File: config.mk
export PLATFORM = sky130hd
export DESIGN_NAME = burst_carrier_timer
export DESIGN_NICKNAME = d
export VERILOG_FILES = /design/src/rtl/bct_pkg.sv /design/src/rtl/bct_level_edge.sv /design/src/rtl/bct_start_gate.sv /design/src/rtl/bct_down_counter.sv /design/src/rtl/burst_carrier_timer.sv
export SDC_FILE = /design/constraint.sdc
export NUM_CORES = 1
export LEC_CHECK = 0
export BUFFER_PORTS_ARGS = -buffer_cell sky130_fd_sc_hd__buf_4
export CAP_MARGIN = 25
export CORE_ASPECT_RATIO = 0.75
export CORE_MARGIN = 4
export CORE_UTILIZATION = 51
export DETAILED_ROUTE_END_ITERATION = 6
export PLACE_DENSITY = 0.76
export SLEW_MARGIN = 5
export SYNTH_ARGS = -nofsm -noshare
export SYNTH_HDL_FRONTEND = slang
export SYNTH_HIERARCHICAL = 1
export SYNTH_SLANG_ARGS = --single-unit
File: constraint.sdc
create_clock -name clk -period 6.2 [get_ports clk]
set_input_delay 0.93 -clock clk [delete_from_list [all_inputs] [get_ports clk]]
set_output_delay 0.93 -clock clk [all_outputs]
set_load 0.02 [all_outputs]
File: src/rtl/bct_pkg.sv
package bct_pkg;
  localparam int ADDR_W = 3;

  typedef enum logic [ADDR_W-1:0] {
    REG_CTL1  = 3'd0,
    REG_CTL2  = 3'd1,
    REG_RLD1  = 3'd2,
    REG_RLD2L = 3'd3,
    REG_RLD2H = 3'd4
  } reg_addr_e;

  typedef struct packed {
    logic auto_gate;
    logic src_wdt;
    logic run;
  } t1_ctl_t;

  typedef struct packed {
    logic stretch_en;
    logic gen_en;
    logic src_half;
    logic run;
  } t2_ctl_t;
endpackage

File: src/rtl/bct_level_edge.sv
module bct_level_edge (
  input  logic clk,
  input  logic rst_n,
  input  logic lvl,
  output logic rise,
  output logic fall
);
  logic prev_q;

  always_ff @(posedge clk or negedge rst_n) begin
    if (!rst_n) prev_q <= 1'b0;
    else        prev_q <= lvl;
  end

  assign rise = lvl & ~prev_q;
  assign fall = ~lvl & prev_q;
endmodule

File: src/rtl/bct_start_gate.sv
module bct_start_gate (
  input  logic clk,
  input  logic rst_n,
  input  logic run,
  input  logic rise,
  input  logic fall,
  output logic tick
);
  logic armed_q, armed_d;

  always_comb begin
    armed_d = armed_q;
    if (!run)      armed_d = 1'b0;
    else if (fall) armed_d = 1'b1;
  end

  always_ff @(posedge clk or negedge rst_n) begin
    if (!rst_n) armed_q <= 1'b0;
    else        armed_q <= armed_d;
  end

  assign tick = run & armed_q & rise;

  // no count in the first cycle of a run
  a_r3_no_tick_at_start: assert property (@(posedge clk) disable iff (!rst_n)
    $rose(run) |-> !tick);
endmodule

File: src/rtl/bct_down_counter.sv
module bct_down_counter #(
  parameter int W = 8
) (
  input  logic         clk,
  input  logic         rst_n,
  input  logic         run,
  input  logic         tick,
  input  logic         preset_en,
  input  logic [W-1:0] preset_val,
  input  logic [W-1:0] reload_val,
  output logic [W-1:0] read_val,
  output logic         uf
);
  logic [W-1:0] cnt_q, cnt_d, snap_q, snap_d;

  assign uf = run & tick & (cnt_q == '0);

  always_comb begin
    cnt_d = cnt_q;
    if (preset_en)       cnt_d = preset_val;
    else if (uf)         cnt_d = reload_val;
    else if (run && tick) cnt_d = cnt_q - 1'b1;
    snap_d = run ? snap_q : cnt_q;
  end

  always_ff @(posedge clk or negedge rst_n) begin
    if (!rst_n) begin
      cnt_q  <= '0;
      snap_q <= '0;
    end else begin
      cnt_q  <= cnt_d;
      snap_q <= snap_d;
    end
  end

  assign read_val = run ? snap_q : cnt_q;

  // an underflow loads the reload value offered at that cycle
  a_r7_uf_reload: assert property (@(posedge clk) disable iff (!rst_n)
    (uf && !preset_en) |=> cnt_q == $past(reload_val));
  // a stopped counter without preset keeps its value
  a_r9_hold_stopped: assert property (@(posedge clk) disable iff (!rst_n)
    (!run && !preset_en) |=> $stable(cnt_q));
endmodule

File: src/rtl/burst_carrier_timer.sv
module burst_carrier_timer #(
  parameter int CW       = 8,
  parameter int SYNC_LEN = 2
) (
  input  logic                      clk,
  input  logic                      rst_n,
  input  logic                      wr_en,
  input  logic [bct_pkg::ADDR_W-1:0] wr_addr,
  input  logic [CW-1:0]             wr_data,
  input  logic                      rd_sel,
  output logic [CW-1:0]             rd_data,
  input  logic                      wdt_tap,
  output logic                      carrier_pin,
  output logic                      t1_uf,
  output logic                      t2_uf,
  output logic                      high_zero_err
);
  import bct_pkg::*;

  localparam int T1_CTL_W = $bits(t1_ctl_t);
  localparam int T2_CTL_W = $bits(t2_ctl_t);

  // reset: asserted asynchronously, released on the clock
  logic rst_meta_q, rst_ni;
  always_ff @(posedge clk or negedge rst_n) begin
    if (!rst_n) begin
      rst_meta_q <= 1'b0;
      rst_ni     <= 1'b0;
    end else begin
      rst_meta_q <= 1'b1;
      rst_ni     <= rst_meta_q;
    end
  end

  // programmable state
  t1_ctl_t       ctl1_q, ctl1_d;
  t2_ctl_t       ctl2_q, ctl2_d;
  logic [CW-1:0] rld1_q, rld1_d, rld2l_q, rld2l_d, rld2h_q, rld2h_d;
  logic          err_q, err_d;
  logic          pre1, pre2;

  always_comb begin
    ctl1_d  = ctl1_q;
    ctl2_d  = ctl2_q;
    rld1_d  = rld1_q;
    rld2l_d = rld2l_q;
    rld2h_d = rld2h_q;
    err_d   = 1'b0;
    pre1    = 1'b0;
    pre2    = 1'b0;
    if (wr_en) begin
      case (wr_addr)
        REG_CTL1: begin
          ctl1_d = t1_ctl_t'(wr_data[T1_CTL_W-1:0]);
          if (ctl1_q.run) ctl1_d.src_wdt = ctl1_q.src_wdt;
        end
        REG_CTL2: begin
          ctl2_d = t2_ctl_t'(wr_data[T2_CTL_W-1:0]);
          if (ctl2_q.run) ctl2_d.src_half = ctl2_q.src_half;
        end
        REG_RLD1: begin
          rld1_d = wr_data;
          pre1   = ~ctl1_q.run;
        end
        REG_RLD2L: begin
          rld2l_d = wr_data;
          pre2    = ~ctl2_q.run;
        end
        REG_RLD2H: begin
          rld2h_d = wr_data;
          err_d   = (wr_data == '0) & ctl2_q.gen_en & ctl2_q.stretch_en;
        end
        default: ;
      endcase
    end
  end

  always_ff @(posedge clk or negedge rst_ni) begin
    if (!rst_ni) begin
      ctl1_q  <= '0;
      ctl2_q  <= '0;
      rld1_q  <= '0;
      rld2l_q <= '0;
      rld2h_q <= '0;
      err_q   <= 1'b0;
    end else begin
      ctl1_q  <= ctl1_d;
      ctl2_q  <= ctl2_d;
      rld1_q  <= rld1_d;
      rld2l_q <= rld2l_d;
      rld2h_q <= rld2h_d;
      err_q   <= err_d;
    end
  end

  assign high_zero_err = err_q;

  // watchdog tap synchroniser, depth picked by parameter
  logic wdt_s;
  generate
    if (SYNC_LEN <= 1) begin : g_sync1
      logic s_q;
      always_ff @(posedge clk or negedge rst_ni) begin
        if (!rst_ni) s_q <= 1'b0;
        else         s_q <= wdt_tap;
      end
      assign wdt_s = s_q;
    end else begin : g_syncn
      logic [SYNC_LEN-1:0] s_q;
      always_ff @(posedge clk or negedge rst_ni) begin
        if (!rst_ni) s_q <= '0;
        else         s_q <= {s_q[SYNC_LEN-2:0], wdt_tap};
      end
      assign wdt_s = s_q[SYNC_LEN-1];
    end
  endgenerate

  // carrier timer: tick source
  logic div_q;
  always_ff @(posedge clk or negedge rst_ni) begin
    if (!rst_ni) div_q <= 1'b0;
    else         div_q <= ~div_q;
  end

  logic t2_rise, t2_fall, t2_tick, t2_cnt_uf;
  assign t2_rise = ctl2_q.src_half ? div_q  : 1'b1;
  assign t2_fall = ctl2_q.src_half ? ~div_q : 1'b1;

  bct_start_gate i_t2_gate (
    .clk  (clk),
    .rst_n(rst_ni),
    .run  (ctl2_q.run),
    .rise (t2_rise),
    .fall (t2_fall),
    .tick (t2_tick)
  );

  // carrier phase control
  logic          carr_q, carr_d, stretch_q, stretch_d;
  logic          ext_eff, stretch_now, phase_end;
  logic [CW-1:0] t2_reload, t2_rd;

  assign ext_eff     = ctl2_q.gen_en & ctl2_q.stretch_en;
  assign stretch_now = carr_q & ext_eff & ~stretch_q;
  assign phase_end   = t2_cnt_uf & ~stretch_now;

  always_comb begin
    if (!ctl2_q.gen_en)   t2_reload = rld2l_q;
    else if (stretch_now) t2_reload = '0;
    else if (carr_q)      t2_reload = rld2l_q;
    else                  t2_reload = rld2h_q;
  end

  always_comb begin
    carr_d    = carr_q;
    stretch_d = stretch_q;
    if (!ctl2_q.gen_en) begin
      carr_d    = 1'b0;
      stretch_d = 1'b0;
    end else if (t2_cnt_uf) begin
      stretch_d = stretch_now;
      if (phase_end) carr_d = ~carr_q;
    end
  end

  always_ff @(posedge clk or negedge rst_ni) begin
    if (!rst_ni) begin
      carr_q    <= 1'b0;
      stretch_q <= 1'b0;
    end else begin
      carr_q    <= carr_d;
      stretch_q <= stretch_d;
    end
  end

  bct_down_counter #(.W(CW)) i_t2_cnt (
    .clk       (clk),
    .rst_n     (rst_ni),
    .run       (ctl2_q.run),
    .tick      (t2_tick),
    .preset_en (pre2),
    .preset_val(rld2l_d),
    .reload_val(t2_reload),
    .read_val  (t2_rd),
    .uf        (t2_cnt_uf)
  );

  assign t2_uf = phase_end;

  // burst timer
  logic          t1_lvl, t1_rise, t1_fall, t1_tick, t1_cnt_uf;
  logic [CW-1:0] t1_rd;
  assign t1_lvl = ctl1_q.src_wdt ? wdt_s : carr_q;

  bct_level_edge i_t1_edge (
    .clk  (clk),
    .rst_n(rst_ni),
    .lvl  (t1_lvl),
    .rise (t1_rise),
    .fall (t1_fall)
  );

  bct_start_gate i_t1_gate (
    .clk  (clk),
    .rst_n(rst_ni),
    .run  (ctl1_q.run),
    .rise (t1_rise),
    .fall (t1_fall),
    .tick (t1_tick)
  );

  bct_down_counter #(.W(CW)) i_t1_cnt (
    .clk       (clk),
    .rst_n     (rst_ni),
    .run       (ctl1_q.run),
    .tick      (t1_tick),
    .preset_en (pre1),
    .preset_val(rld1_d),
    .reload_val(rld1_q),
    .read_val  (t1_rd),
    .uf        (t1_cnt_uf)
  );

  assign t1_uf = t1_cnt_uf;

  // burst gate
  logic gate_q, gate_d;
  always_comb begin
    gate_d = gate_q;
    if (!ctl1_q.auto_gate) gate_d = 1'b0;
    else if (t1_cnt_uf)    gate_d = ~gate_q;
  end

  always_ff @(posedge clk or negedge rst_ni) begin
    if (!rst_ni) gate_q <= 1'b0;
    else         gate_q <= gate_d;
  end

  assign carrier_pin = ctl2_q.gen_en & carr_q & (~ctl1_q.auto_gate | gate_q);
  assign rd_data     = rd_sel ? t2_rd : t1_rd;

  // source/rate bit frozen while running
  a_r8_t1_src_locked: assert property (@(posedge clk) disable iff (!rst_ni)
    (wr_en && wr_addr == REG_CTL1 && ctl1_q.run) |=> ctl1_q.src_wdt == $past(ctl1_q.src_wdt));
  a_r8_t2_src_locked: assert property (@(posedge clk) disable iff (!rst_ni)
    (wr_en && wr_addr == REG_CTL2 && ctl2_q.run) |=> ctl2_q.src_half == $past(ctl2_q.src_half));
  // zero high reload under stretch is flagged
  a_r6_zero_flag: assert property (@(posedge clk) disable iff (!rst_ni)
    (wr_en && wr_addr == REG_RLD2H && wr_data == '0 && ext_eff) |=> high_zero_err);
  // gate flips on each burst-timer underflow
  a_r10_gate_flip: assert property (@(posedge clk) disable iff (!rst_ni)
    (ctl1_q.auto_gate && t1_uf) |=> gate_q != $past(gate_q));
  // the extra tick only ever extends a high phase
  a_r5_stretch_in_high: assert property (@(posedge clk) disable iff (!rst_ni)
    stretch_q |-> carr_q);
endmodule

; After elaboration in Yosys (flattened, before gate mapping)
; Cells that the tools add are included.
[totals]
register_bits = 75
inputBits = 16
out_inout_bits = 12
word_cells = 115
[op_classes]
addsub = 2
n_eq_ne = 9
n_mux = 36
bitwise_logic = 29
reduce_logical = 14
[op_table]
columns = operator, count
row1 = $mux 8, 16
row2 = $logic_not 8->1, 3
row3 = $mux 1, 20
row4 = $and 1x1->1, 18
row5 = $sub 8x1->8 const B, 2
row6 = $not 1->1, 10
row7 = $reduce_and 2->1, 4
row8 = $eq 3x2->1 const B, 2
row9 = $ne 2x1->1 const B, 3
row10 = $reduce_and 3->1, 2
row11 = $reduce_bool 3->1, 2
row12 = $ne 2x2->1 const B, 2
row13 = $eq 3x1->1 const B, 1
row14 = $eq 3x3->1 const B, 1
row15 = $logic_not 3->1, 1
row16 = $logic_and 1x1->1, 2
row17 = $or 1x1->1, 1

; Depth between registers and ports, before layout
; Gate-level depths: netlist (run 1).
[depth]
ltp_word = 8
mapped_depth = 9
depth_no_buf = 8

; Modules after synthesis
; Netlist (run 1), hierarchy kept.
[modules_own_cells]
columns = module, instances, cells_each, area_each_um2, seq_area_each_um2
row1 = burst_carrier_timer, 1, 131, 1826.8, 1001.0
row2 = bct_down_counter at i_t1_cnt, 1, 88, 883.3, 400.4
row3 = bct_down_counter at i_t2_cnt, 1, 94, 878.3, 400.4
row4 = bct_start_gate, 2, 3, 38.8, 25.0
row5 = bct_level_edge, 1, 3, 40.0, 25.0

; Least setup slack after synthesis (run 1)
; OpenSTA, ideal clock, no wires.
[synth_path]
kind = reg2out
from = register i_t2_cnt.cnt_q[0]
to = output port t2_uf
arrival_ps = 2135
t_required_ps = 5270
slack_ps = 3135
path_stages_with_launch = 9
n_path_buf = 2
cell_sequence = dfrtp_1 inv_1 ha_1 or4b_1 buf_2 or3_1 buf_2 inv_1 nor2b_1
[synth_between]
elab_chain_cells = 3
[synth_lines]
columns = item, line_no
row1 = start: declaration, bct_down_counter.sv:14  ; logic [W-1:0] cnt_q, cnt_d, snap_q, snap_d;
row2 = start signal: assignment, bct_down_counter.sv:31  ; cnt_q <= cnt_d;
row3 = $logic_not 8->1, bct_down_counter.sv:16  ; assign uf = run & tick & (cnt_q == '0);
row4 = $and 1x1->1, bct_down_counter.sv:16
row5 = named net t2_cnt_uf, burst_carrier_timer.sv:125  ; logic t2_rise, t2_fall, t2_tick, t2_cnt_uf;
row6 = $and 1x1->1, burst_carrier_timer.sv:145  ; assign phase_end = t2_cnt_uf & ~stretch_now;
row7 = end: declaration, burst_carrier_timer.sv:15  ; output logic t2_uf,
; The timed path passes the listed nets, and every way through them passes these cells.

; Worst setup path after layout (run 1)
[layout_path]
from = register ctl2_q[0] (netlist bit)
to = output port t2_uf
[layout_between]
elab_chain_cells = 5
[layout_lines]
columns = item, line_no
row1 = start: declaration, burst_carrier_timer.sv:37  ; t2_ctl_t ctl2_q, ctl2_d;
row2 = start signal: assignment, burst_carrier_timer.sv:88  ; ctl2_q <= ctl2_d;
row3 = $and 1x1->1 (2 in a row), bct_start_gate.sv:22  ; assign tick = run & armed_q & rise;
row4 = named net t2_tick, burst_carrier_timer.sv:125
row5 = $and 1x1->1 (2 in a row), bct_down_counter.sv:16
row6 = named net t2_cnt_uf, burst_carrier_timer.sv:125
row7 = $and 1x1->1, burst_carrier_timer.sv:145
; The timed path passes the listed nets, and every way through them passes these cells.

==> results of run 1 <==
[sequential cells by signal, indices dropped and copies added, names as in the netlist]
register and flops:
carr_q 1, ctl1_q 3, ctl2_q 4, div_q 1
g_syncn.s_q 2, gate_q 1, high_zero_err 1, i_t1_cnt/cnt_q 8
i_t1_cnt/snap_q 8, i_t1_edge/prev_q 1, i_t1_gate/armed_q 1, i_t2_cnt/cnt_q 8
i_t2_cnt/snap_q 8, i_t2_gate/armed_q 1, rld1_q 8, rld2h_q 8
rld2l_q 8, rst_meta_q 1, rst_ni 1, stretch_q 1
[worst max path at each step]
stage,start,endpoint,cells past startpoint
after floorplan,i_t2_cnt/cnt_q[0],t2_uf,8
after global placement,ctl2_q[0],t2_uf,6
after detailed placement,i_t2_cnt/cnt_q[0],t2_uf,7
after CTS,i_t2_cnt/cnt_q[0],t2_uf,7
after global routing,ctl2_q[0],t2_uf,6
final,ctl2_q[0],t2_uf,6
[placed cells by master (no fill, tap or decap), types with 3 or more instances in the layout]
cell / synthesis / layout
or4_1: 3 / 3
dfrtp_1: 75 / 74
mux2_4: 9 / 9
xor2_1: 7 / 7
mux2i_1: 9 / 9
nand2b_1: 3 / 3
nor3_1: 7 / 7
inv_1: 8 / 8
or3_1: 4 / 4
o211ai_1: 6 / 6
o21ai_0: 13 / 13
nand2_1: 30 / 30
a221o_1: 3 / 3
mux2_2: 42 / 42
clkbuf_8: 0 / 10
nor2_1: 20 / 20
bufinv_16: 0 / 3
buf_4: 0 / 30
nor4_1: 5 / 5
nor3b_1: 4 / 4
and3_1: 6 / 6
nor2b_1: 6 / 6
a21oi_1: 10 / 10
[metrics by stage]
step | total power [mW] | instances | worst slack [ns] | area (um2)
2_1_floorplan | 1.14 | 322 | 3.14 | 3710
3_3_place_gp | 1.30 | 436 | 2.99 | 3980
3_5_place_dp | 1.32 | 436 | 2.94 | 3980
4_1_cts | 1.78 | 452 | 2.52 | 4230
5_1_grt | 1.89 | 452 | 2.29 | 4230
6_report | 1.77 | 452 | 2.48 | 4230
[layout make-up]
type | instances | area [um2]
fill | 568 | 2700
inverter | 8 | 30.0
tap | 98 | 123
multi-input combinational | 225 | 1730
clock inverter | 4 | 97.6
sequential | 75 | 1880
timing repair buffer | 30 | 225
clock buffer | 12 | 145
[report_power, final]
part	internal, mW	switching (mW)	total (mW)
clock network	0.279	0.175	0.454
logic	0.280	0.283	0.563
registers	0.629	0.126	0.756
[layer usage]
layer / up-vias / wire (um) / part of all wire
met1: 1297 / 4240 / 0.51
met2: 71 / 3540 / 0.43
met3: 5 / 499 / 0.060
met5: - / 0 / 0
li1: 1218 / - / -
met4: 0 / 46 / 0.0055
[kinds of logic after synthesis]
logic type / after synthesis / synth area share
muxes: 62 / 0.194
buffers and inverters: 22 / 0.0277
adders and majority gates: 2 / 0.00675
xor gates and xnor gates: 7 / 0.0165
DFF: 75 / 0.506
other: 1 / 0.00101
and+or+nand+nor: 105 / 0.160
AOI/OAI and AO/OA: 48 / 0.0874
==> Implementation_results.wiki, run 1 <==
{| class="wikitable"
! Metric !! Value
|-
| Main flop type after synthesis || dfrtp_1
|-
| Kind of path behind the tightest hold check || in2async
|-
| Most used standard cells in the synthesized netlist || dfrtp_1, mux2_2, nand2_1
|-
| Mapped Area || around 0.0037 mm2
|-
| Post-detailed-placement half-perimeter wirelength || between 5000 and 6000 um
|-
| Gate family responsible for the most delay along the worst path || simple AND/OR/NAND/NOR gates
|-
| Worst reg2reg setup slack || ~3.6 ns
|-
| First-pass GRT wire length || around 14,000 um
|-
| Cell at the root of the clock tree || clkbuf_8
|-
| Tightest Pin Transition || 0.932 ns
|-
| Arrival time of the worst setup path || roughly 2.8 ns
|-
| Vias after detailed routing || between 2k and 3k
|-
| Post-Route Hold Slack || 0.346 ns
|-
| Resized cells post-CTS || 0
|-
| Post-synthesis sequential area ratio || 0.506
|-
| Fraction of final layout cells with drive strength greater than 1 || 0.299
|-
| Period utilization || 0.600
|-
| Total Wirelength || 8330 um
|-
| Number of sinks driven by the clock tree || 75
|-
| Number of enable-type register cells in the synthesized netlist || 0
|-
| Drc violations || 0
|-
| Outcome || finished, final reports clean
|-
| Post-CTS Hold Buffers || 0
|-
| Distinct cell type count of the synthesized netlist || 54
|-
| Clk_skew || between 0.006 and 0.007 ns
|-
| CTS tree || yes
|-
| Leakage || between 1.5 and 2 nW
|-
| Fin crit period || between 3 and 4 ns
|-
| Critical path startpoint category || flip-flop
|-
| Number of maximum-capacitance violations || 0
|-
| Unrepaired setup endpoints after global routing || false
|-
| Flip-flop and latch count after synthesis || 75
|-
| Total overflow reported by the global router || 0
|-
| WL/cell || roughly 18 um
|-
| I/O pin cnt || 28
|-
| Number of input and output port buffers inserted || 27
|-
| H-tree levels || 3
|-
| Worst flop-to-flop path startpoint || ctl2_q[0]
|-
| Fraction of registers with async set or reset after synthesis || 1.00
|-
| Endpoint type of the worst setup path || primary output
|-
| Endpoint required time on the critical path || 5.27 ns
|-
| Detailed Route Iter0 Violations || approximately 220
|-
| Crit-path cells || and3_1, nand2_1, or3_1, inv_1, nor2b_1, buf_4
|-
| Setup-failing EPs final || 0
|-
| Width of the chip || about 110 um
|-
| IR drop worst, VDD || between 0.00015 and 0.0002 V
|-
| Final total negative setup slack || 0 ns
|-
| Post-route antenna net violation count || 0
|-
| Count of mapped cells out of synthesis || between 300 and 400
|-
| Global route hottest layer || met1
|-
| Routed vias/inst || approximately 5.7
|-
| Chip Height || a little over 80 um
|-
| Clk buf depth || 2
|-
| Cell with the most instances after synthesis || dfrtp_1
|-
| Post-CTS setup buffer count || 0
|-
| Routing usage on met1 || 0.321
|-
| Areal power density over the cells || around 420 mW/mm2
|-
| Syn_area_per_cell || 11.5 um2
|-
| Clock buffer count from CTS || 9
|-
| Weighted congestion at the end of routability-driven global placement || between 0.8 and 0.9
|-
| Clock latency at the later pin of the worst-skew pair || 0.35 ns
|-
| Signed area change from the synthesized netlist to the final layout || 14.0%
|-
| Main area contributors after synthesis || dfrtp_1, mux2_2, mux2_4
|-
| Antenna violations before repair || 0
|-
| Met3 Usage GRT || 0.0668
|-
| Met2 Usage GRT || 0.303
|-
| Critical path's largest stage delay || 0.70 ns
|-
| Yosys top cell area share || 0.506
|-
| Worst slew margin relative to its limit || 0.378
|-
| Endpoints failing hold || 0
|-
| Antenna Diode Count || 0
|-
| Critical path class || reg2out
|-
| Peak clock frequency supported by timing || between 0.2 and 0.3 GHz
|-
| Cell type with the largest total area after synthesis || dfrtp_1
|-
| Worst-path fanout max || 19
|-
| Pin count of the biggest net entering global routing || 74
|-
| Total global-route track usage || 0.214
|-
| Length of the first detailed-routing pass in iterations || 4
|-
| Slowest CP cell || dfrtp_1
|-
| Slew Limit Fails || 0
|-
| Number of warnings printed during yosys synthesis || 6
|-
| Number of buffer and inverter instances along the worst setup path || 2
|-
| Initial core utilization || 0.535
|-
| Reg2Reg Depth || 5
|-
| Endpoint of the lowest-slack register-to-register path || i_t2_cnt/cnt_q[3]
|-
| Clock slew at the register clock pins of the worst setup and hold paths || approximately 0.070 ns
|-
| Number of placement rows || 26
|-
| Nets || between 300 and 400
|-
| Die Outline Area || 0.00871 mm2
|-
| Number of nets produced by synthesis || between 300 and 400
|-
| Finished Core Util || 0.610
|-
| Core box area || around 0.0069 mm2
|-
| Via count of the first global-routing pass || approximately 2.6k
|}
Power figures use the tool's default switching activity.
==> run 2: changes to the inputs <==
==> constraint.sdc (replaced) <==
create_clock -name clk -period 3.5 [get_ports clk]
set_input_delay 0.525 -clock clk [delete_from_list [all_inputs] [get_ports clk]]
set_output_delay 0.525 -clock clk [all_outputs]
set_load 0.02 [all_outputs]
==> run 2 against run 1 <==
Critical path depth did not move; worst setup slack got worse by 2.2 ns; final cell count grew 0.88%; clock power up 55%; utilization about the same; via count fell by 0.66%; first-iteration DRC count fell by 47%; routed wire length decreased by 1.7%; sequential share of layout area barely moved; non-clock buffer count up 4; flip-flop and latch count unchanged; sequential power rose by 77%; highest routed layer unchanged.
==> Implementation_results.wiki, run 2 (same netlist as run 1, synthesis figures left out) <==
{| class="wikitable"
! Metric !! Value
|-
| Outcome || finished, final reports clean
|-
| Antenna Diode Count || 0 (unchanged)
|-
| Clk buf depth || 2 (unchanged)
|-
| Most frequent cells in the layout || dfrtp_1, mux2_2, buf_4
|-
| Endpoint required time on the critical path || 2.97 ns (-2.30 ns)
|-
| IR drop worst, VDD || 0.000310 V (+72%)
|-
| Total global-route track usage || 0.205 (-0.00902)
|-
| Number of maximum-capacitance violations || 0 (unchanged)
|-
| Pin count of the biggest net entering global routing || 51 (-31%)
|-
| Width of the chip || 106 um (unchanged)
|-
| Weighted congestion at the end of routability-driven global placement || 0.854 (+0.25%)
|-
| Kind of path behind the tightest hold check || reg2async
|-
| Routed vias/inst || 5.64 (-1.5%)
|-
| Reg2Reg Depth || 5 (unchanged)
|-
| Clock latency at the later pin of the worst-skew pair || 0.34 ns (about the same)
|-
| Core box area || 0.00693 mm2 (unchanged)
|-
| Setup-failing EPs final || 0 (unchanged)
|-
| Post-layout instance area || 0.00422 mm2 (about the same)
|-
| Endpoint type of the worst setup path || primary output
|-
| WL/cell || 18.0 um (-2.6%)
|-
| Total overflow reported by the global router || 0 (unchanged)
|-
| Critical path class || reg2out
|-
| Tightest Pin Transition || 0.632 ns (-0.300 ns)
|-
| Die Outline Area || 0.00871 mm2 (unchanged)
|-
| Length of the first detailed-routing pass in iterations || 4 (unchanged)
|-
| Number of sinks driven by the clock tree || 75 (unchanged)
|-
| Signed area change from the synthesized netlist to the final layout || 14.0% (about the same)
|-
| H-tree levels || 3 (unchanged)
|-
| Arrival time of the worst setup path || 2.71 ns (-0.08 ns)
|-
| Vias after detailed routing || 2,574 (-0.66%)
|-
| I/O pin cnt || 28 (unchanged)
|-
| Areal power density over the cells || 720 mW/mm2 (+72%)
|-
| Post-CTS setup buffer count || 0 (unchanged)
|-
| Drc violations || 0 (unchanged)
|-
| Final total negative setup slack || 0 ns (unchanged)
|-
| Unrepaired setup endpoints after global routing || false
|-
| Fraction of final layout cells with drive strength greater than 1 || 0.304 (+0.00503)
|-
| Period utilization || 0.926
|-
| Clock slew at the register clock pins of the worst setup and hold paths || 0.07 ns (about the same)
|-
| Leading cell type in the layout, fill and taps excluded || dfrtp_1
|-
| Worst-path fanout max || 19 (unchanged)
|-
| Peak clock frequency supported by timing || roughly 0.3 GHz
|-
| Detailed Route Iter0 Violations || 118 (-47%)
|-
| Cell at the root of the clock tree || clkbuf_8
|-
| Number of placement rows || 26 (unchanged)
|-
| Total Wirelength || 8190 um (-1.7%)
|-
| Finished Core Util || 0.610 (about the same)
|-
| Post-route antenna net violation count || 0 (unchanged)
|-
| Endpoints failing hold || 0 (unchanged)
|-
| Via count of the first global-routing pass || 2,544 (-3.0%)
|-
| Leakage || 1.92 nW (+0.36%)
|-
| Worst slew margin relative to its limit || 0.579 (+0.200)
|-
| Endpoint of the lowest-slack register-to-register path || i_t2_cnt/cnt_q[3]
|-
| Nets || 371 (+1.1%)
|-
| First-pass GRT wire length || 13,700 um (-2.2%)
|-
| Antenna violations before repair || 0 (unchanged)
|-
| CTS tree || yes
|-
| Fill cell count || 570 (+0.35%)
|-
| Post-detailed-placement half-perimeter wirelength || 5860 um (-0.55%)
|-
| Chip Height || 81.8 um (unchanged)
|-
| Area taken by flip-flops and latches || 0.00188 mm2 (unchanged)
|-
| Instance area at placement || 0.00401 mm2 (+0.57%)
|-
| Worst reg2reg setup slack || 0.94 ns (-2.66 ns)
|-
| Worst flop-to-flop path startpoint || ctl2_q[0]
|-
| Critical path startpoint category || flip-flop
|-
| Clk_skew || 0.00569 ns (-0.00106 ns)
|-
| Slew Limit Fails || 0 (unchanged)
|-
| Clock buffer count from CTS || 9 (unchanged)
|-
| Area of combinational cells with multiple inputs || 0.00173 mm2 (unchanged)
|-
| Fin crit period || approximately 3.2 ns
|-
| Number of input and output port buffers inserted || 27 (unchanged)
|-
| Initial core utilization || 0.535 (unchanged)
|}
[run 2: cell count changes in the layout (fill, tap and decap cells not counted), sizes merged]
| cell | change |
|---|---|
| clkinv | +2 |
| bufinv | -1 |
| clkbuf | -1 |
| buf | +3 |
| dlygate4sd3 | +1 |
[run 2: layout make-up]
class,count,area share
tap,98,0.0290
inverter,8,0.00711
timing repair buffer,34,0.0610
multi-input combinational,225,0.409
sequential,75,0.445
clock inverter,5,0.0184
clock buffer,11,0.0311
[run 2: how the worst max path moves through the flow]
stage | from | endpoint | slack (ns)
finish | ctl2_q[0] | t2_uf | 0.26
global route | ctl2_q[0] | t2_uf | 0.05
CTS | ctl2_q[0] | t2_uf | 0.28
detailed placement | ctl2_q[0] | t2_uf | 0.69
global placement | ctl2_q[0] | t2_uf | 0.75
floorplan | i_t2_cnt/cnt_q[0] | t2_uf | 0.84
[run 2: power by group]
| group | switching (mW) | internal [mW] |
|---|---|---|
| Clock | 0.303 | 0.399 |
| Combinational | 0.503 | 0.498 |
| Sequential | 0.224 | 1.11 |
[run 2: timing repair]
item	4_1_cts	5_1_grt
hold buffers	1	0
hold endpoints to repair	2	0
resized for setup	0	0
[run 2: critical path, stage by stage (launching register included)]
cell and delay (ns):
dfrtp_1 0.70, and3_1 0.30, nand2_1 0.23, or3_1 0.58, inv_1 0.18, nor2b_1 0.21
buf_4 0.17
[run 2: metal layers]
| layer | global-route usage | vias to the layer above | wire length, um |
|---|---|---|---|
| li1 | - | 1228 | - |
| met1 | 0.304 | 1264 | 4240 |
| met2 | 0.295 | 71 | 3380 |
| met3 | 0.0526 | 11 | 476 |
| met4 | 0.0626 | 0 | 90 |
| met5 | 0 | - | 0 |
[run 2: per-stage QoR]
stage | hold slack, ns | std cells | setup slack [ns] | power, mW
2_1_floorplan | 0.229 | 322 | 0.840 | 2.02
3_3_place_gp | 0.255 | 439 | 0.753 | 2.31
3_5_place_dp | 0.258 | 439 | 0.691 | 2.33
4_1_cts | 0.263 | 456 | 0.280 | 3.06
5_1_grt | 0.265 | 456 | 0.0523 | 3.24
6_report | 0.234 | 456 | 0.260 | 3.04
